--- src/rtl/xfd_pkg.sv ---
package xfd_pkg;
  typedef enum logic [1:0] {
    FC_OFF      = 2'b00,
    FC_SINGLE_B = 2'b01,
    FC_SINGLE_A = 2'b10,
    FC_DUAL     = 2'b11
  } rx_fc_e;

  typedef struct packed {
    logic xon_a;
    logic xon_b;
    logic xoff_a;
    logic xoff_b;
  } chr_hit_t;
endpackage

--- src/rtl/xfd_char_cmp.sv ---
module xfd_char_cmp #(
  parameter int W = 8
) (
  input  logic [W-1:0]    chr,
  input  logic [W-1:0]    ref_xon_a,
  input  logic [W-1:0]    ref_xon_b,
  input  logic [W-1:0]    ref_xoff_a,
  input  logic [W-1:0]    ref_xoff_b,
  output xfd_pkg::chr_hit_t hit
);
  localparam int NREF = 4;

  logic [NREF-1:0][W-1:0] refs;
  logic [NREF-1:0]        eq;

  assign refs = {ref_xon_a, ref_xon_b, ref_xoff_a, ref_xoff_b};

  for (genvar i = 0; i < NREF; i++) begin : g_cmp
    assign eq[i] = (chr == refs[i]);
  end

  assign hit = xfd_pkg::chr_hit_t'(eq);
endmodule

--- src/rtl/xfd_hold.sv ---
module xfd_hold #(
  parameter int W = 8
) (
  input  logic         clk,
  input  logic         rst_n,
  input  logic         cap,
  input  logic [W-1:0] cap_data,
  input  logic         cap_is_off,
  input  logic         drop,
  output logic         vld,
  output logic [W-1:0] data,
  output logic         is_off
);
  always_ff @(posedge clk or negedge rst_n) begin
    if (!rst_n) begin
      vld    <= 1'b0;
      data   <= '0;
      is_off <= 1'b0;
    end else if (cap) begin
      vld    <= 1'b1;
      data   <= cap_data;
      is_off <= cap_is_off;
    end else if (drop) begin
      vld    <= 1'b0;
    end
  end

  // a byte is never captured while the previous one is still being dropped
  assert_cap_excl_R5: assert property (@(posedge clk) disable iff (!rst_n)
    !(cap && vld));
endmodule

--- src/rtl/xfd_status.sv ---
module xfd_status (
  input  logic clk,
  input  logic rst_n,
  input  logic ev_off,
  input  logic ev_on,
  input  logic ev_spc,
  input  logic clr_off,
  input  logic clr_spc,
  output logic tx_pause,
  output logic irq_off,
  output logic irq_spc
);
  always_ff @(posedge clk or negedge rst_n) begin
    if (!rst_n) begin
      tx_pause <= 1'b0;
      irq_off  <= 1'b0;
      irq_spc  <= 1'b0;
    end else begin
      if (ev_off)      tx_pause <= 1'b1;
      else if (ev_on)  tx_pause <= 1'b0;
      if (ev_off)      irq_off  <= 1'b1;
      else if (clr_off) irq_off <= 1'b0;
      if (ev_spc)      irq_spc  <= 1'b1;
      else if (clr_spc) irq_spc <= 1'b0;
    end
  end

  assert_clear_R8: assert property (@(posedge clk) disable iff (!rst_n)
    clr_off && !ev_off |=> !irq_off);
  assert_set_wins_R8: assert property (@(posedge clk) disable iff (!rst_n)
    ev_off && clr_off |=> irq_off);
  assert_special_R6: assert property (@(posedge clk) disable iff (!rst_n)
    ev_spc |=> irq_spc);
  assert_resume_R2: assert property (@(posedge clk) disable iff (!rst_n)
    ev_on && !ev_off |=> !tx_pause);
endmodule

--- src/rtl/xfd_rx_detect.sv ---
module xfd_rx_detect #(
  parameter int W = 8
) (
  input  logic         clk,
  input  logic         rst_n,
  input  logic [1:0]   fc_rx_mode,
  input  logic         spc_en,
  input  logic [W-1:0] xon_a,
  input  logic [W-1:0] xon_b,
  input  logic [W-1:0] xoff_a,
  input  logic [W-1:0] xoff_b,
  input  logic         in_valid,
  output logic         in_ready,
  input  logic [W-1:0] in_data,
  output logic         out_valid,
  input  logic         out_ready,
  output logic [W-1:0] out_data,
  output logic         tx_pause,
  output logic         irq_xoff,
  output logic         irq_special,
  input  logic         clr_xoff,
  input  logic         clr_special
);
  import xfd_pkg::*;

  rx_fc_e   mode;
  chr_hit_t hit;
  logic         pend_vld, pend_off;
  logic [W-1:0] pend_data;
  logic complete, flush, begin_seq, swallow, off_sense, acc;
  logic cap, drop, ev_off, ev_on, ev_spc;

  assign mode = rx_fc_e'(fc_rx_mode);

  xfd_char_cmp #(.W(W)) u_cmp (
    .chr(in_data), .ref_xon_a(xon_a), .ref_xon_b(xon_b),
    .ref_xoff_a(xoff_a), .ref_xoff_b(xoff_b), .hit(hit)
  );

  // classification of the incoming byte
  always_comb begin
    complete  = pend_vld && (pend_off ? hit.xoff_b : hit.xon_b);
    flush     = pend_vld && in_valid && !complete;
    begin_seq = !pend_vld && (mode == FC_DUAL) && (hit.xoff_a || hit.xon_a);
    swallow   = !pend_vld &&
                (((mode == FC_SINGLE_A) && (hit.xon_a || hit.xoff_a)) ||
                 ((mode == FC_SINGLE_B) && (hit.xon_b || hit.xoff_b)));
    off_sense = (mode == FC_SINGLE_A) ? hit.xoff_a : hit.xoff_b;
  end

  // stream steering
  always_comb begin
    out_data = in_data;
    if (flush) begin
      out_valid = 1'b1;
      out_data  = pend_data;
      in_ready  = 1'b0;
    end else if (pend_vld || begin_seq || swallow) begin
      out_valid = 1'b0;
      in_ready  = 1'b1;
    end else begin
      out_valid = in_valid;
      in_ready  = out_ready;
    end
  end

  assign acc    = in_valid && in_ready;
  assign cap    = acc && begin_seq;
  assign drop   = (flush && out_ready) || (acc && complete);
  assign ev_off = acc && ((complete && pend_off) || (swallow && off_sense));
  assign ev_on  = acc && ((complete && !pend_off) || (swallow && !off_sense));
  assign ev_spc = acc && spc_en && hit.xoff_b;

  xfd_hold #(.W(W)) u_hold (
    .clk(clk), .rst_n(rst_n), .cap(cap), .cap_data(in_data),
    .cap_is_off(hit.xoff_a), .drop(drop),
    .vld(pend_vld), .data(pend_data), .is_off(pend_off)
  );

  xfd_status u_status (
    .clk(clk), .rst_n(rst_n), .ev_off(ev_off), .ev_on(ev_on), .ev_spc(ev_spc),
    .clr_off(clr_xoff), .clr_spc(clr_special),
    .tx_pause(tx_pause), .irq_off(irq_xoff), .irq_spc(irq_special)
  );

  assert_off_pass_R1: assert property (@(posedge clk) disable iff (!rst_n)
    fc_rx_mode == 2'b00 && !pend_vld && in_valid |-> out_valid && out_data == in_data);
  assert_single_a_R2: assert property (@(posedge clk) disable iff (!rst_n)
    in_valid && in_ready && fc_rx_mode == 2'b10 && in_data == xoff_a |=> tx_pause);
  assert_swallow_b_R7: assert property (@(posedge clk) disable iff (!rst_n)
    fc_rx_mode == 2'b01 && !pend_vld && in_valid && in_data == xoff_b |-> in_ready && !out_valid);
  assert_flush_R5: assert property (@(posedge clk) disable iff (!rst_n)
    pend_vld && out_valid && out_ready |=> !pend_vld);
  assert_backpressure_R10: assert property (@(posedge clk) disable iff (!rst_n)
    out_valid && !out_ready |-> !in_ready);
endmodule

--- config.mk ---
export PLATFORM = sky130hd
export DESIGN_NAME = xfd_rx_detect
export DESIGN_NICKNAME = d
export VERILOG_FILES = /design/src/rtl/xfd_pkg.sv /design/src/rtl/xfd_char_cmp.sv /design/src/rtl/xfd_hold.sv /design/src/rtl/xfd_status.sv /design/src/rtl/xfd_rx_detect.sv
export SDC_FILE = /design/constraint.sdc
export NUM_CORES = 1
export LEC_CHECK = 0
export ABC_AREA = 1
export BUFFER_PORTS_ARGS = -buffer_cell sky130_fd_sc_hd__buf_4
export CORE_MARGIN = 4
export CORE_UTILIZATION = 25
export CTS_CLUSTER_SIZE = 14
export DETAILED_ROUTE_END_ITERATION = 10
export MAX_ROUTING_LAYER = met4
export SYNTH_ARGS = -nofsm -noshare
export SYNTH_HDL_FRONTEND = slang
export SYNTH_HIERARCHICAL = 1
export SYNTH_SLANG_ARGS = --single-unit
--- constraint.sdc ---
create_clock -name clk -period 2.65 [get_ports clk]
set_input_delay 0.265 -clock clk [delete_from_list [all_inputs] [get_ports clk]]
set_output_delay 0.265 -clock clk [all_outputs]
set_load 0.01 [all_outputs]
Word-level counts from Yosys, hierarchy flattened. Index checks and enable logic that the tools add are counted.

Reduce and logical (&&, ||, !) cells: 36. Multiplexer cells: 15. Eq/ne operators: 7.

Operators with widths (number): 8-bit equality test (4); 1-bit logical AND (20); 1-bit two-way mux (14); 1-bit logical OR (8); 8-bit two-way mux (1); 2-bit nonzero test (4); 2-bit equality test (second input constant) (2); 1-bit logical NOT (4); 2-bit by 1-bit equality test with 1-bit output (second input constant) (1).

Register bits after elaboration: 13. Output and inout bits: 13.

Depth between registers and ports, before layout. Gate-level depths: netlist of the first run.

Depth in word-level cells: 13. Mapped depth: 17.

Modules after synthesis. The synthesis of the first run kept the hierarchy.

By module, submodules not included: xfd_char_cmp (cells each 164, times used 1, area each 615.6 um^2); xfd_hold (cells each 42, times used 1, area each 377.9 um^2); xfd_rx_detect (cells each 76, times used 1, area each 339.1 um^2); xfd_status (cells each 14, times used 1, area each 116.4 um^2).

Least setup slack after synthesis of the first run. OpenSTA, ideal clock, no wires.

Kind: input-to-reg. From: in in_data[7]. To: reg u_hold.is_off. Path buffers: 1. Slack: 0.947 ns. Cell stages on the path: 14. Arrival: 1.586 ns. Required time: 2.533 ns. Path through: inv_2 nand2_1 nand2_1 nor2_1 nand2_1 nor2_1 o21ai_2 o21ai_4 nand3_2 nor2_1 buf_6 inv_2 nand2_1 nand2_1.

RTL lines: from (decl) (RTL line xfd_rx_detect.sv:14) `input logic [W-1:0] in_data,`; to (signal assigned) (RTL line xfd_hold.sv:22) `is_off <= cap_is_off;`; to (decl) (RTL line xfd_hold.sv:12) `output logic is_off`.

==> summary.txt, run 1 <==
status: finished clean
DRC viols: 0
syn nets: 345
unrepaired setup endpoints after global routing: false
global route overflow: 0
initial antenna violation count: 0
H-tree depth: 1
post-cts resize count: 0
Area Growth Syn to Fin: 40.7%
R2R cell count: 7
post-route minimum period: 2280 ps
die area: 7080 um^2
final hold vios: 0
Netlist Area Pre-Place: 1450 um^2
Via density: 4.00
IO Count: 62
WHS Path Cells: 4
Row Count: 27
number of global-route vias before repair: 1604
Routed Antenna Nets: 0
pwr dens: 296 nW/um^2
die height: 84.1 um
worst hold endpoint: u_status/irq_off
reg2reg setup slack: 1000 ps
CP Max Fanout: 13
Worst-Margin Slew: 401 ps
Clock Tree Root: clkbuf_8
Routed WL: 4020 um
port buffer count: 61
post-CTS setup buffer count: 0
fraction of layout cells with a size suffix above 1: 22.4%
nature of the critical path startpoint: input port
CP endpoint kind: output pin
post-synth cell types: 14
WHS: 243 ps
DR iter-0 viols: 51
multi-input logic area: 880 um^2
Initial DRT Pass Iterations: 6
GPL Wtd Cong: 0.809
pin count of the biggest net entering global routing: 14
YS warnings: 6
clock tree sinks: 13
max-capacitance violation count: 0
crit share post-route: 86.0%
DP HPWL: 3350 um
Hold Crit Start: clr_xoff
core area: 5570 um^2
P_leak: 1.35 nW
Total Neg Setup Slack: 0 ps
Crit Path Class: input port to output pin
Layout fillers: 640
Worst Path Required: 2380 ps
Relative slew margins: 73.2%
R2R Path End: u_hold/is_off
CTS tree: done
post-place setup slack: 335 ps
Synth Area per Inst: 4.89 um^2
Reg area: 325 um^2
Global Route Usage Sum: 12.0%
register area share after synthesis: 22.5%
Slew Viols, Final: 0
Max VDD drop: 179 uV
die width: 84.1 um
clock tree buffer depth: 2
first-pass GRT wire length: 6870 um
Vias: 1731
final net count: 411
Setup Skew: 1.57 ps
# diodes: 0
CP arrival: 2010 ps
Mapped Cells: 296
clk_lat worst skew: 250 ps
#FFs+latches synth: 13
clock transition at the registers of the reported paths: 60 ps
DR WL/cell: 9.28 um
Final setup viols: 0
clock buffer count from CTS: 3
R2R Path Start: u_hold/vld
Achievable Freq: 439 MHz
Hold Crit Class: input port to flip-flop
Initial Util: 26.0%
min setup slack post-route: 370 ps
## per-stage QoR
stage                     instances  utilization (%)  cell area, um^2  power, mW
after detailed placement        428             35.6             1980      0.425
after floorplan                 296                -             1450      0.315
after global routing            433             36.6             2040      0.653
final                           433             36.6             2040      0.603
after CTS                       433             36.6             2040      0.616
after global placement          428             35.6             1980      0.423
## cells by family (layout without fill, tap and decap cells)
family                 count (synthesis)  count (layout)  share of synthesized area [%]
flip-flops                            13              13                           22.5
AO/OA/AOI/OAI                          2               2                           1.73
buffers and inverters                 61             126                           16.8
AND/OR/NAND/NOR                      220             220                           59.0
## synth_stat cells
cell type,n,share of area [%]
buf_6,2,1.6
nand2_2,1,0.43
inv_1,50,13
nor2_1,32,8.3
nand3b_1,1,0.52
nand4_1,1,0.43
nand3_2,2,1.4
nand2_1,178,46
nor2_2,1,0.43
o21ai_2,1,0.60
nand3_1,4,1.4
o21ai_4,1,1.1
inv_2,9,2.3
dfrtp_1,13,22
## area by class of cell
type | count | share of cell area [%]
repair buffers | 63 | 23.3
clock buffers | 3 | 2.03
well taps | 72 | 4.42
flip-flops and latches | 13 | 16.0
multi-input cells | 222 | 43.2
inverters | 59 | 10.9
clock inverters | 1 | 0.246
## repair_timing
item                                    4_1_cts  5_1_grt
endpoints found under the setup margin        0        0
endpoints found under the hold margin        13        0
hold buffers                                  1        0
## critical path, cell delays in order
cell     delay, ps
buf_4          120
inv_1           80
nand2_1         60
nand2_1         50
nor2_1         110
nand2_1         90
nor2_1         270
o21ai_2        140
o21ai_4        360
inv_2          170
nand2_1         90
nand2_1         60
buf_4          140
## layer usage
layer / GRT usage, % / share of wire, %
met1: 14.5 / 45
met3: 2.85 / 6.1
met4: 3.07 / 0.40
met5: - / 0
met2: 20.1 / 48
## how the worst max path moves through the flow
stage | end | cells after the start | from | slack (ps)
2_1_floorplan | u_hold/is_off | 14 | in_data[7] | 950
5_1_grt | out_data[3] | 13 | in_data[5] | 140
3_5_place_dp | out_data[5] | 13 | in_data[5] | 330
3_3_place_gp | u_hold/data[2] | 14 | in_data[5] | 370
6_report | out_data[3] | 13 | in_data[5] | 370
4_1_cts | out_data[5] | 13 | in_data[5] | 330
## layout by cell type, fill, tap and decap left out
cell type / netlist / final
nand4_1: 1 / 1
dlygate4sd3_1: 0 / 1
o21ai_2: 1 / 1
inv_1: 50 / 50
nand3_2: 2 / 2
nor2_2: 1 / 1
clkinv_2: 0 / 1
inv_2: 9 / 9
nor2_1: 32 / 32
nand3b_1: 1 / 1
nand3_1: 4 / 4
nand2_1: 178 / 178
dfrtp_1: 13 / 13
clkbuf_8: 0 / 3
o21ai_4: 1 / 1
nand2_2: 1 / 1
buf_4: 0 / 62
## flip-flops by register name, summed over array words and instances (netlist names)
register           flops
u_hold/vld             1
u_status/irq_spc       1
u_status/irq_off       1
u_hold/data            8
u_hold/is_off          1
u_status/tx_pause      1
## power by group
part | leakage, nW | switching, mW | internal, mW
clock | 0.0255 | 0.0792 | 0.104
sequential | 0.181 | 0.00575 | 0.206
combinational | 1.14 | 0.109 | 0.0993
total | 1.35 | 0.194 | 0.410
Power figures use the tool's default switching activity.
==> inputs of run 2 (changes only) <==
--- a/config.mk
+++ b/config.mk
@@ -8,10 +8,11 @@
 export ABC_AREA = 1
 export BUFFER_PORTS_ARGS = -buffer_cell sky130_fd_sc_hd__buf_4
 export CORE_MARGIN = 4
-export CORE_UTILIZATION = 25
+export CORE_UTILIZATION = 40
 export CTS_CLUSTER_SIZE = 14
 export DETAILED_ROUTE_END_ITERATION = 10
 export MAX_ROUTING_LAYER = met4
+export PLACE_DENSITY = 0.69
 export SYNTH_ARGS = -nofsm -noshare
 export SYNTH_HDL_FRONTEND = slang
 export SYNTH_HIERARCHICAL = 1
==> summary.txt, run 2 (same netlist as run 1, synthesis figures left out) <==
R2R Path End: u_hold/is_off
CP endpoint kind: output pin
CP bufs+invs: 4
clk_lat worst skew: 290 ps
post-cts resize count: 0
Initial DRT Pass Iterations: 4
Routed Antenna Nets: 0
crit share post-route: 81.3%
nature of the critical path startpoint: input port
Initial Util: 42.4%
Achievable Freq: 464 MHz
Crit Path Class: input port to output pin
core area: 3420 um^2
Post-Place Cells: 403
post-route minimum period: 2150 ps
H-tree depth: 1
DRC viols: 0
pwr dens: 274 nW/um^2
Top reg by flops: u_hold/data
delay-heaviest family, CP: simple AND/OR/NAND/NOR gates
number of global-route vias before repair: 1544
max-capacitance violation count: 0
crit-path cells: buf_4, inv_2, nand2_1, nand2_1, nor2_1, nand2_1, nor2_1, o21ai_2, o21ai_4, buf_4, nand2_1, nand2_1, buf_4
IO Count: 62
unrepaired setup endpoints after global routing: false
CP Max Fanout: 8
pin count of the biggest net entering global routing: 14
CP arrival: 1890 ps
DP HPWL: 3100 um
Routed WL: 3740 um
final net count: 412
clock tree buffer depth: 2
Slowest-stage cell, CP: nor2_1
reg2reg setup slack: 1120 ps
GPL Wtd Cong: 0.857
Post-CTS Hold Buffers: 1
post-CTS setup buffer count: 0
Total Neg Setup Slack: 0 ps
clock transition at the registers of the reported paths: 90 ps
Row Count: 21
die width: 68.2 um
die height: 68.2 um
# diodes: 0
Max VDD drop: 139 uV
Worst-Margin Slew: 346 ps
initial antenna violation count: 0
global route overflow: 0
first-pass GRT wire length: 6380 um
fraction of layout cells with a size suffix above 1: 22.7%
P_leak: 1.35 nW
clock tree sinks: 13
Global Route Usage Sum: 18.4%
Relative slew margins: 76.8%
final hold vios: 0
clock buffer count from CTS: 3
port buffer count: 61
Via density: 4.21
status: finished clean
DR iter-0 viols: 104
WHS: 193 ps
commonest non-fill, non-tap cells in the layout: nand2_1, buf_4, inv_1
R2R cell count: 7
Worst Path Required: 2380 ps
Hold Crit Class: input port to flip-flop
Setup Skew: 6.48 ps
worst hold endpoint: u_status/irq_spc
Vias: 1717
R2R Path Start: u_hold/vld
slowest stage delay, CP: 300 ps
WHS Path Cells: 4
Clock Tree Root: clkbuf_4
Slew Viols, Final: 0
Final setup viols: 0
Non-Filler Instances: 408
max reg flops: 8
Area Growth Syn to Fin: 37.7%
CP most frequent cell: nand2_1
commonest non-fill, non-tap cell in the layout: nand2_1
DR WL/cell: 9.17 um
die area: 4650 um^2
Hold Crit Start: clr_special
CTS tree: done
==> run 2: cell types whose count changed in the layout (fill, tap and decap cells not counted), sizes merged <==
cell and change:
buf +1
==> run 2: per-stage QoR <==
stage          setup WS [ps]  area [um^2]  util, %  power (mW)
5_1_grt                  237         1990     58.4       0.593
3_3_place_gp             533         1960     57.3       0.422
3_5_place_dp             473         1960     57.3       0.424
2_1_floorplan            947         1450        -       0.315
4_1_cts                  461         1990     58.4       0.555
6_report                 497         1990     58.4       0.546
==> run 2: layer usage <==
metal	global-route usage (%)	share of wire (%)	routed length, um	vias to the layer above
met5	-	0	0	-
met4	5.21	1.7	64	0
li1	-	-	-	977
met3	2.46	5.3	200	6
met1	23.3	46	1730	684
met2	30.6	47	1740	50
==> run 2: where the power goes <==
part	leakage (nW)	switching, mW	internal, mW
Clock	0.0177	0.0711	0.0561
Combinational	1.15	0.107	0.100
Sequential	0.181	0.00577	0.206
==> run 2: how the worst max path moves through the flow <==
| stage | start | to | slack (ps) | cells after the start |
|---|---|---|---|---|
| 2_1_floorplan | in_data[7] | u_hold/is_off | 950 | 14 |
| 6_report | in_data[2] | out_data[5] | 500 | 13 |
| 5_1_grt | in_data[2] | out_data[4] | 240 | 13 |
| 3_3_place_gp | in_data[2] | out_data[7] | 530 | 13 |
| 4_1_cts | in_data[2] | out_data[5] | 460 | 13 |
| 3_5_place_dp | in_data[2] | u_hold/is_off | 470 | 14 |
==> run 2: area by class of cell <==
class	count	area, um^2
multi-input cells	222	880
clock buffers	3	22.5
repair buffers	64	483
well taps	46	57.6
flip-flops and latches	13	325
clock inverters	1	5.00
inverters	59	221
fillers	384	1420
==> run 2: tightest hold or removal path, cell delays in order <==
cell and delay (ps):
buf_4 80, inv_1 30, nand2_1 40, nand2_1 40
==> inputs of run 3 (changes only) <==
==> constraint.sdc (replaced) <==
create_clock -name clk -period 2.2 [get_ports clk]
set_input_delay 0.22 -clock clk [delete_from_list [all_inputs] [get_ports clk]]
set_output_delay 0.22 -clock clk [all_outputs]
set_load 0.01 [all_outputs]
==> summary.txt, run 3 (same netlist as run 1, synthesis figures left out) <==
placed cell areas: 1970 um^2
Worst Path Required: 1980 ps
Global Route Usage Sum: 18.1%
Via density: 4.25
commonest non-fill, non-tap cell in the layout: nand2_1
Finished Core Util: 59.5%
die height: 68.2 um
clock tree sinks: 13
# diodes: 0
post-route minimum period: 1930 ps
DRC viols: 0
Top reg by flops: u_hold/data
commonest non-fill, non-tap cells in the layout: nand2_1, buf_4, inv_1
die width: 68.2 um
post-cts resize count: 0
global route overflow: 0
status: finished clean
Non-Filler Instances: 413
fraction of layout cells with a size suffix above 1: 23.4%
Initial Util: 42.4%
max-capacitance violation count: 0
number of global-route vias before repair: 1591
clk_lat worst skew: 270 ps
post-place setup slack: 122 ps
Slew Viols, Final: 0
unrepaired setup endpoints after global routing: false
core area: 3420 um^2
max reg flops: 8
CTS tree: done
pwr dens: 323 nW/um^2
clock tree buffer depth: 2
pin count of the biggest net entering global routing: 14
DR WL/cell: 9.20 um
die area: 4650 um^2
Design Power: 656 uW
GPL Wtd Cong: 0.889
Area Growth Syn to Fin: 40.2%
final net count: 417
H-tree depth: 1
first-pass GRT wire length: 6360 um
Setup Skew: 1.62 ps
final instance area: 2030 um^2
Crit Path Class: input port to output pin
P_leak: 1.37 nW
CP Max Fanout: 9
DP HPWL: 3240 um
Clock Tree Root: clkbuf_4
CP endpoint kind: output pin
Initial DRT Pass Iterations: 4
Post-Place Cells: 405
Row Count: 21
port buffer count: 61
crit share post-route: 87.7%
Relative slew margins: 83.3%
Worst-Margin Slew: 250 ps
nature of the critical path startpoint: input port
initial antenna violation count: 0
final hold vios: 0
Layout fillers: 374
IO Count: 62
Achievable Freq: 518 MHz
Routed WL: 3800 um
Hold Crit Class: input port to flip-flop
Max VDD drop: 129 uV
Vias: 1754
Final setup viols: 0
DR iter-0 viols: 70
min setup slack post-route: 270 ps
Total Neg Setup Slack: 0 ps
Routed Antenna Nets: 0
clock transition at the registers of the reported paths: 80 ps
CP arrival: 1710 ps
WHS: 178 ps
clock buffer count from CTS: 3
## run 3: cell types whose count changed in the layout (fill, tap and decap cells not counted)
cell,change
clkinv_2,-1
clkbuf_1,+1
buf_4,+5
## run 3: path summary, 6_finish.rpt
kind / cells after the start / from / slack [ps] / end
worst max-delay path: 13 / in_data[2] / 270 / out_data[0]
worst max register to register: 9 / u_hold/is_off / 560 / u_hold/data[1]
worst min register to register: 2 / u_hold/data[0] / 480 / u_hold/data[0]
max in group asynchronous: 2 / rst_n / 1710 / u_hold/data[6]
min in group asynchronous: 2 / rst_n / 330 / u_hold/vld
worst min-delay path: 4 / clr_xoff / 180 / u_status/irq_off
## run 3: timing repair
item / CTS / global route
endpoints found under the setup margin: 0 / 5
setup buffers: 0 / 3
hold endpoints to repair: 13 / 0
hold buffers: 1 / 0
## run 3: power by group
| group | internal (mW) | switching (mW) |
|---|---|---|
| clock network | 0.0702 | 0.0759 |
| registers | 0.248 | 0.00697 |
| logic | 0.124 | 0.131 |
## run 3: cell type report
cell class | count | area (um^2) | area share, %
multi-input cells | 222 | 880 | 43.3
repair buffers | 69 | 520 | 25.6
flip-flops and latches | 13 | 325 | 16.0
inverters | 59 | 221 | 10.9
well taps | 46 | 57.6 | 2.83
clock buffers | 4 | 26.3 | 1.29
## run 3: critical path: stages
cell,delay [ps]
buf_4,120
inv_2,50
nand2_1,50
nand2_1,40
nor2_1,140
nand2_1,80
nor2_1,220
o21ai_2,130
o21ai_4,230
inv_2,130
nand2_1,90
nand2_1,60
buf_4,140
## run 3: metal layers
metal / vias up / wire (um) / GRT usage [%]
met1: 724 / 1750 / 23.3
met4: 0 / 23 / 4.47
met3: 2 / 202 / 1.15
met2: 46 / 1830 / 30.9
met5: - / 0 / -
li1: 982 / - / -
